--- config.mk ---
export PLATFORM = sky130hd
export DESIGN_NAME = seg_scan_display
export DESIGN_NICKNAME = d
export VERILOG_FILES = /design/src/rtl/seg_disp_pkg.sv /design/src/rtl/sd_prescaler.sv /design/src/rtl/sd_sequencer.sv /design/src/rtl/sd_digit_mux.sv /design/src/rtl/seg_scan_display.sv
export SDC_FILE = /design/constraint.sdc
export NUM_CORES = 1
export LEC_CHECK = 0
export BUFFER_PORTS_ARGS = -buffer_cell sky130_fd_sc_hd__buf_2
export CAP_MARGIN = 40
export CORE_UTILIZATION = 60
export CTS_BUF_LIST = sky130_fd_sc_hd__clkbuf_16
export CTS_CLUSTER_DIAMETER = 150
export DETAILED_ROUTE_END_ITERATION = 10
export PLACE_DENSITY_LB_ADDON = 0.1
export SYNTH_ARGS = -nofsm -noshare
export SYNTH_HDL_FRONTEND = slang
export SYNTH_HIERARCHICAL = 1
export SYNTH_SLANG_ARGS = --single-unit
--- constraint.sdc ---
create_clock -name clk -period 8 [get_ports clk]
set_clock_uncertainty 0.15 [all_clocks]
set_input_delay 1.6 -clock clk [delete_from_list [all_inputs] [get_ports clk]]
set_output_delay 1.6 -clock clk [all_outputs]
set_load 0.02 [all_outputs]
--- src/rtl/seg_disp_pkg.sv ---
package seg_disp_pkg;

   localparam int SEG_W = 7;
   typedef logic [SEG_W-1:0] seg_t;
   localparam seg_t SEG_BLANK = 7'b111_1111;

   // active-low pattern, bit 6 = g ... bit 0 = a
   function automatic seg_t nib_to_seg(input logic [3:0] nib);
      seg_t s;
      case (nib)
         4'h0: s = 7'b100_0000;
         4'h1: s = 7'b111_1001;
         4'h2: s = 7'b010_0100;
         4'h3: s = 7'b011_0000;
         4'h4: s = 7'b001_1001;
         4'h5: s = 7'b001_0010;
         4'h6: s = 7'b000_0010;
         4'h7: s = 7'b111_1000;
         4'h8: s = 7'b000_0000;
         4'h9: s = 7'b001_0000;
         4'hA: s = 7'b000_1000;
         4'hB: s = 7'b000_0011;
         4'hC: s = 7'b100_0110;
         4'hD: s = 7'b010_0001;
         4'hE: s = 7'b000_0110;
         default: s = 7'b000_1110;
      endcase
      return s;
   endfunction

endpackage

--- src/rtl/sd_prescaler.sv ---
module sd_prescaler #(
   parameter int TICK_DIV = 50000
) (
   input  logic clk,
   input  logic rst_n,
   output logic tick
);
   localparam int CNT_W = (TICK_DIV > 1) ? $clog2(TICK_DIV) : 1;
   localparam logic [CNT_W-1:0] TERM = CNT_W'(TICK_DIV - 1);

   logic [CNT_W-1:0] cnt_q;

   assign tick = (cnt_q == TERM);

   always_ff @(posedge clk or negedge rst_n) begin
      if (!rst_n)    cnt_q <= '0;
      else if (tick) cnt_q <= '0;
      else           cnt_q <= cnt_q + 1'b1;
   end
endmodule

--- src/rtl/sd_sequencer.sv ---
module sd_sequencer #(
   parameter int DIGITS = 8,
   localparam int IDX_W = $clog2(DIGITS)
) (
   input  logic             clk,
   input  logic             rst_n,
   input  logic             tick,
   output logic [IDX_W-1:0] idx_nxt,
   output logic             live_nxt
);
   localparam logic [IDX_W-1:0] LAST = IDX_W'(DIGITS - 1);

   logic [IDX_W-1:0] idx_q;
   logic             live_q;

   always_comb begin
      idx_nxt  = idx_q;
      live_nxt = live_q;
      if (tick) begin
         live_nxt = 1'b1;
         if (live_q) idx_nxt = (idx_q == LAST) ? '0 : idx_q + 1'b1;
      end
   end

   always_ff @(posedge clk or negedge rst_n) begin
      if (!rst_n) begin
         idx_q  <= '0;
         live_q <= 1'b0;
      end else begin
         idx_q  <= idx_nxt;
         live_q <= live_nxt;
      end
   end
endmodule

--- src/rtl/sd_digit_mux.sv ---
module sd_digit_mux
   import seg_disp_pkg::*;
#(
   parameter int DIGITS = 8,
   localparam int IDX_W = $clog2(DIGITS)
) (
   input  logic [7:0]       hour_bcd,
   input  logic [7:0]       min_bcd,
   input  logic [7:0]       sec_bcd,
   input  logic [IDX_W-1:0] idx,
   output seg_t             seg
);
   localparam int TIME_POS = 6;

   logic [3:0] nib [TIME_POS];
   seg_t       pos_seg [DIGITS];

   assign nib[0] = sec_bcd[3:0];
   assign nib[1] = sec_bcd[7:4];
   assign nib[2] = min_bcd[3:0];
   assign nib[3] = min_bcd[7:4];
   assign nib[4] = hour_bcd[3:0];
   assign nib[5] = hour_bcd[7:4];

   for (genvar g = 0; g < DIGITS; g++) begin : g_pos
      if (g < TIME_POS) begin : g_time
         assign pos_seg[g] = nib_to_seg(nib[g]);
      end else begin : g_spare
         assign pos_seg[g] = SEG_BLANK;
      end
   end

   assign seg = pos_seg[idx];
endmodule

--- src/rtl/seg_scan_display.sv ---
module seg_scan_display
   import seg_disp_pkg::*;
#(
   parameter int TICK_DIV = 50000,
   parameter int DIGITS   = 8
) (
   input  logic              clk,
   input  logic              rst_n,
   input  logic [7:0]        hour_bcd,
   input  logic [7:0]        min_bcd,
   input  logic [7:0]        sec_bcd,
   output logic [SEG_W-1:0]  seg_n,
   output logic [DIGITS-1:0] dig_n
);
   localparam int IDX_W = $clog2(DIGITS);

   if (TICK_DIV < 2) begin : g_bad_div
      $error("seg_scan_display: TICK_DIV must be at least 2");
   end
   if (DIGITS < 6 || DIGITS > 16) begin : g_bad_digits
      $error("seg_scan_display: DIGITS must be between 6 and 16");
   end

   logic             tick;
   logic [IDX_W-1:0] idx_nxt;
   logic             live_nxt;
   seg_t             seg_nxt;
   logic [DIGITS-1:0] sel_nxt;

   sd_prescaler #(.TICK_DIV(TICK_DIV)) i_prescaler (
      .clk  (clk),
      .rst_n(rst_n),
      .tick (tick)
   );

   sd_sequencer #(.DIGITS(DIGITS)) i_sequencer (
      .clk     (clk),
      .rst_n   (rst_n),
      .tick    (tick),
      .idx_nxt (idx_nxt),
      .live_nxt(live_nxt)
   );

   sd_digit_mux #(.DIGITS(DIGITS)) i_digit_mux (
      .hour_bcd(hour_bcd),
      .min_bcd (min_bcd),
      .sec_bcd (sec_bcd),
      .idx     (idx_nxt),
      .seg     (seg_nxt)
   );

   for (genvar g = 0; g < DIGITS; g++) begin : g_sel
      assign sel_nxt[g] = live_nxt && (idx_nxt == IDX_W'(g));
   end

   // output stage: segments and select share one register edge
   always_ff @(posedge clk or negedge rst_n) begin
      if (!rst_n) begin
         seg_n <= SEG_BLANK;
         dig_n <= '1;
      end else begin
         seg_n <= live_nxt ? seg_nxt : SEG_BLANK;
         dig_n <= ~sel_nxt;
      end
   end
endmodule

* Word-level counts from Yosys, hierarchy flattened *
Memory sizes are Yosys's and may differ from the RTL's.
Index checks and enable logic that the tools add are counted.

word-level totals
  latch bits = 0
  memories = 6
  RAM bits = 0
  output and inout bits = 15
  register bits after elaboration = 35
  memory bits (read-only) = 672
  bits of input ports = 26
  word-level logic and storage cells = 43

memory list
  name              words  width  rd ports  clocked after Yosys merged registers in  wr ports  line                RTL
  (name not given)  16     7      1         0                                        0         seg_disp_pkg.sv:10  case (nib)
  (name not given)  16     7      1         0                                        0         seg_disp_pkg.sv:10
  (name not given)  16     7      1         0                                        0         seg_disp_pkg.sv:10
  (name not given)  16     7      1         0                                        0         seg_disp_pkg.sv:10
  (name not given)  16     7      1         0                                        0         seg_disp_pkg.sv:10
  (name not given)  16     7      1         0                                        0         seg_disp_pkg.sv:10

cells by class
  add/sub/neg operators = 2
  multiply operators = 0
  magnitude comparators = 1
  shifts and indexed selects = 0
  reduce and logical (&&, ||, !) cells = 9
  mux-type cells = 9
  bitwise gates (word level) = 2
  divide/modulo/power cells = 0
  equality and inequality tests = 9

operators by type and width
  cell                     count
  $bmux W7 S3              1
  $mux W7                  3
  $add A16 B1 Y16 const B  1
  $eq A16 B16 Y1 const B   1
  $mux W16                 1
  $eq A3 B3 Y1 const B     5
  $mux W3                  3
  $logic_and A1 B1 Y1      8
  $not A8 Y8               1
  $eq A3 B2 Y1 const B     2
  $ge A4 B4 Y1 const B     1
  $not A3 Y4               1
  $add A3 B1 Y3 const B    1
  $eq A3 B1 Y1 const B     1
  $logic_not A3 Y1         1
  $mux W1                  1

* Logic depth before layout (Yosys ltp) *
  depth after elaboration = 9
  mapped depth = 14
  depth with buffers taken out = 11

* Hierarchy *
The synthesis kept the hierarchy.

by module, submodules not included
  module            area each (um^2)  cells an instance  times used  seq. area each (um^2)
  sd_digit_mux      1900.6            250                1           0.0
  sd_prescaler      762.0             67                 1           400.4
  seg_scan_display  519.2             31                 1           394.1
  sd_sequencer      186.4             12                 1           100.1

* Worst setup path before layout *
Ideal clock, no wire load.

  path kind = input to register
  start = in min_bcd[4]
  end = reg seg_n[3]
  slack = 4.802 ns
  setup time = 0.080 ns
  data required time = 7.770 ns
  cell stages on the path = 8
  arrival time = 2.969 ns
  cell sequence = inv_1 -> ha_1 -> inv_1 -> mux4_2 -> mux2_4 -> o21ai_2 -> nand3_1 -> nand2b_1

between the ends
  cells in the longest elaborated chain, start to end = 5

RTL lines
  what                                         line                    RTL
  start, declared                              seg_scan_display.sv:10  input logic [7:0] min_bcd,
  $mem_v2 Z16 W7                               -
  $bmux W7 S3                                  sd_digit_mux.sv:33      assign seg = pos_seg[idx];
  $mux W7 (not written as such) (2 in series)  sd_digit_mux.sv:33
  net seg_nxt[3]                               seg_scan_display.sv:27  seg_t seg_nxt;
  $mux W7                                      seg_scan_display.sv:62  seg_n <= live_nxt ? seg_nxt : SEG_BLANK;
  end signal, assigned                         seg_scan_display.sv:62
  end, declared                                seg_scan_display.sv:12  output logic [SEG_W-1:0] seg_n,

The timed path passes the listed nets, and every way through them passes these cells. The select of a mux whose other input is x is not followed.

* Final worst setup path *
  start = reg i_prescaler.cnt_q[0]
  end = reg seg_n[3]

between the ends
  cells in the longest elaborated chain, start to end = 7

RTL lines
  what                                         line                    RTL
  start, declared                              sd_prescaler.sv:11      logic [CNT_W-1:0] cnt_q;
  start signal, assigned                       sd_prescaler.sv:18      else cnt_q <= cnt_q + 1'b1;
  $eq A16 B16 Y1                               sd_prescaler.sv:13      assign tick = (cnt_q == TERM);
  net tick                                     seg_scan_display.sv:24  logic tick;
  $mux W3                                      sd_sequencer.sv:19      if (tick) begin
  net idx_nxt[0]                               seg_scan_display.sv:25  logic [IDX_W-1:0] idx_nxt;
  $not A3 Y4 (not written as such)             sd_digit_mux.sv:33
  $bmux W7 S3                                  sd_digit_mux.sv:33
  $mux W7 (not written as such) (2 in series)  sd_digit_mux.sv:33
  net seg_nxt[3]                               seg_scan_display.sv:27
  $mux W7                                      seg_scan_display.sv:62

The timed path passes the listed nets, and every way through them passes these cells. The select of a mux whose other input is x is not followed.

==> summary.txt <==
Outcome
  – Status: finished clean

Power
  – Clock power frac: 40.4%
  – Comb pwr share: around a fifth
  – Pwr/cell area: ~120 nW/um^2
  – Peak VDD IR: between 0.1 and 0.15 mV
  – P_sw: roughly 0.11 mW
  – Switching part of the total: 25.52%
  – Int Pwr: 0.3274 mW
  – Power share of the sequential group: 40.4%
  – Leakage: 1.680 nW
  – PnR Total Power: 0.4397 mW

Clock tree
  – CTS Sinks: 35
  – CTS HTree Levels: 2
  – TritonCTS Buffers: 5
  – CTS tree: yes
  – Post-CTS Setup Repair Bufs: 0
  – Clk buf depth: 2
  – CTS root buffer: clkbuf_16
  – Clk slew on worst S/H paths: 0.05 ns
  – # hold bufs at CTS: 0
  – Post-CTS sizing: 0
  – Clock Latency Late Sink: 0.27 ns

Route
  – Routed len/inst: 14.37 um
  – Residual DRC: 0
  – Routed vias/inst: 5.888
  – Via count: 2685
  – Post-Route WL: roughly 6600 um
  – Final ANT Viol Nets: 0
  – DRT iter0 DRCs: just over 100
  – Drt first pass iters: 4

Worst setup path
  – CP endpoint kind: flip-flop
  – Worst setup path start: i_prescaler/cnt_q[0]$_DFF_PN0_
  – Type of the worst setup path: reg -> reg
  – Worst Path Max Fanout: 36
  – CP arrival: between 3 and 4 ns
  – Worst r2r path cells: 11
  – Origin of the critical flop-to-flop path: i_prescaler/cnt_q[0]$_DFF_PN0_
  – Startpoint types: flip-flop
  – Worst EP required: 8.05 ns

Synth
  – Post-synth top area share: 16.72%
  – Synth warn: 6
  – Asr flop ratio synth: 100.0%
  – Synth Flop Type: dfrtp_1
  – Adder-Cell Fraction of Synth Area: ~17%
  – Top cells by area, synth: ha_1, dfrtp_1, dfstp_2
  – Xor-xnor portion of the synthesized cell area: 3.120%
  – Syn Inst Count: 360
  – Simple-gate share of the synthesized area: 17.87%
  – Register bit total from synthesis: 35
  – Synth area leader: ha_1
  – Compound-cell area share of the yosys netlist: around 17%
  – Sequential fraction of the synthesis area: 26.56%
  – Multiplexer share of the synthesized area: 11.74%
  – Syn nets: 431
  – Top-count cell post-synth: ha_1
  – Avg Cell Area, Syn: 9.356 um^2
  – Top cells by count, synth: ha_1, nor2_1, inv_1, dfrtp_1, a21oi_1
  – Distinct cells, synth: 63
  – Post-synth EDFFs: 0
  – Syn Std Cell Area: 3368 um^2
  – Largest family of logic cells by synthesized area: simple AND/OR/NAND/NOR gates

STA
  – Max frequency: about 300 MHz
  – Final Cycle Share: 41.98%
  – Tightest Pin Transition: 0.7156 ns
  – Max Slew Vio Count: 0
  – Unrepaired setup endpoints after global routing: false
  – Final-report hold violation count: 0
  – Setup violators final: 0
  – Slew headroom: 52.29%
  – Minimum clock period: about 3.4 ns
  – Setup_tns: 0 ns

Finish
  – Area grow syn2layout: 9.064%
  – Final net count: 456
  – # diodes: 0
  – Share of layout cells above drive strength 1: 22.28%

Global routing
  – Busiest grt layer: met2
  – Met1 usage: 30.72%
  – Met3 usage: 3.571%
  – Antenna violations before repair: 0
  – Total track usage: between 20% and 30%
  – Routing usage on met2: 39.20%
  – First-pass GRT wire length: 11180 um
  – Gr ovfl total: 0
  – Pin count of the biggest net entering global routing: 37
  – Vias in the first global route: between 2000 and 2500

Floorplanning
  – Rows: 26
  – Die width: between 70 and 80 um
  – Initial Util: roughly 64%
  – Core Box Area: 5270 um^2
  – Top Ports: just over 40
  – Die area: 5917 um^2
  – Die Ht: 76.93 um

Worst hold path
  – Hold Path Class: reg -> reg
  – Hold depth: 1
  – HP Start: i_prescaler/cnt_q[0]$_DFF_PN0_

Flow run
  – Max Cap Viol: 0

Placement
  – DP HPWL: between 4000 and 5000 um
  – GPL Wtd Cong: 0.8778
  – PortBufs: 40
[power by group through the flow]
stage               Clock, mW  Combinational (mW)  Sequential [mW]
finish                  0.178              0.0842            0.178
global placement            0              0.0826            0.180
floorplan                   0              0.0602            0.180
CTS                     0.182              0.0843            0.178
detailed placement          0              0.0841            0.180
global route            0.189              0.0947            0.177
[state kept, by name, summed over array words and instances, names as in the netlist]
register and count:
dig_n 8, i_prescaler/cnt_q 16, i_sequencer/idx_q 3, i_sequencer/live_q 1
seg_n 7
[routing by layer]
layer,vias to the layer above,wire length (um)
li1,1360,-
met1,1274,3098
met2,42,3175
met3,9,175
met4,0,102
met5,-,0
[placed cells by master, fill, tap and decap left out, types with 3 or more instances in the layout]
master,Yosys,routed
a211o_1,4,4
a211oi_1,10,10
a21o_1,4,4
a21oi_1,16,16
a221oi_1,7,7
a22oi_1,3,3
a311oi_1,4,4
a31oi_1,5,5
and4_1,4,4
buf_2,10,40
clkbuf_16,0,5
dfrtp_1,20,20
dfstp_2,15,15
ha_1,45,45
inv_1,24,24
mux2_1,3,3
mux2_2,9,9
mux2_4,4,4
mux2i_1,11,11
mux4_2,4,4
nand2_1,13,13
nand2b_1,11,11
nand3_1,8,8
nand4_1,4,4
nand4b_1,3,3
nand4bb_1,3,3
nor2_1,31,31
nor2b_1,8,8
nor3_1,4,4
nor3b_1,3,3
o211ai_1,6,6
o21ai_0,11,11
xnor2_1,4,4
xor2_1,8,8
[kinds of logic after synthesis]
| group | Yosys count |
|---|---|
| XOR/XNOR | 12 |
| buffers and inverters | 47 |
| AND/OR/NAND/NOR | 106 |
| multiplexers | 31 |
| flip-flops | 35 |
| adder cells (fa/ha/maj) | 45 |
| AO/OA/AOI/OAI | 84 |
[cell type report]
cell class                      instances  area, um^2
Inverter                               25       96.34
Sequential cell                        35       894.6
Timing Repair Buffer                   40       200.2
Fill cell                             437        1597
Multi-Input combinational cell        278        2255
Clock buffer                            5       125.1
Clock inverter                          3       15.01
Tap cell                               70       87.58
[worst paths after layout]
path                                             endpoint  slack (ns)
setup / recovery                       seg_n[3]$_DFF_PN1_        4.64
hold / removal             i_prescaler/cnt_q[0]$_DFF_PN0_        0.33
setup reg to reg                       seg_n[3]$_DFF_PN1_        4.64
hold reg to reg            i_prescaler/cnt_q[0]$_DFF_PN0_        0.33
max in group asynchronous  i_sequencer/idx_q[0]$_DFF_PN0_        6.01
min in group asynchronous  i_prescaler/cnt_q[1]$_DFF_PN0_        1.23
[metrics by stage]
step                      instances  utilization [%]  hold slack, ns  setup WS (ns)  instance area, um^2
after global placement          448            67.05          0.3201          4.568                 3533
after global routing            456            69.71          0.3645          4.363                 3674
after floorplan                 360                -          0.2940          4.802                 3368
after detailed placement        448            67.05          0.3242          4.523                 3533
after CTS                       456            69.71          0.3311          4.664                 3674
final                           456            69.71          0.3291          4.642                 3674
[worst max-delay path, stage by stage (launching register included)]
cell and delay, ns:
dfrtp_1 0.38, ha_1 0.19, and3_1 0.27, and4_1 0.47, nand2_2 0.17, mux2_4 0.48
inv_1 0.25, a2111oi_0 0.34, nor3b_1 0.14, a22oi_1 0.20, nand3_1 0.10, nand2b_1 0.14
Note: power is estimated with default switching activity, not from simulation.
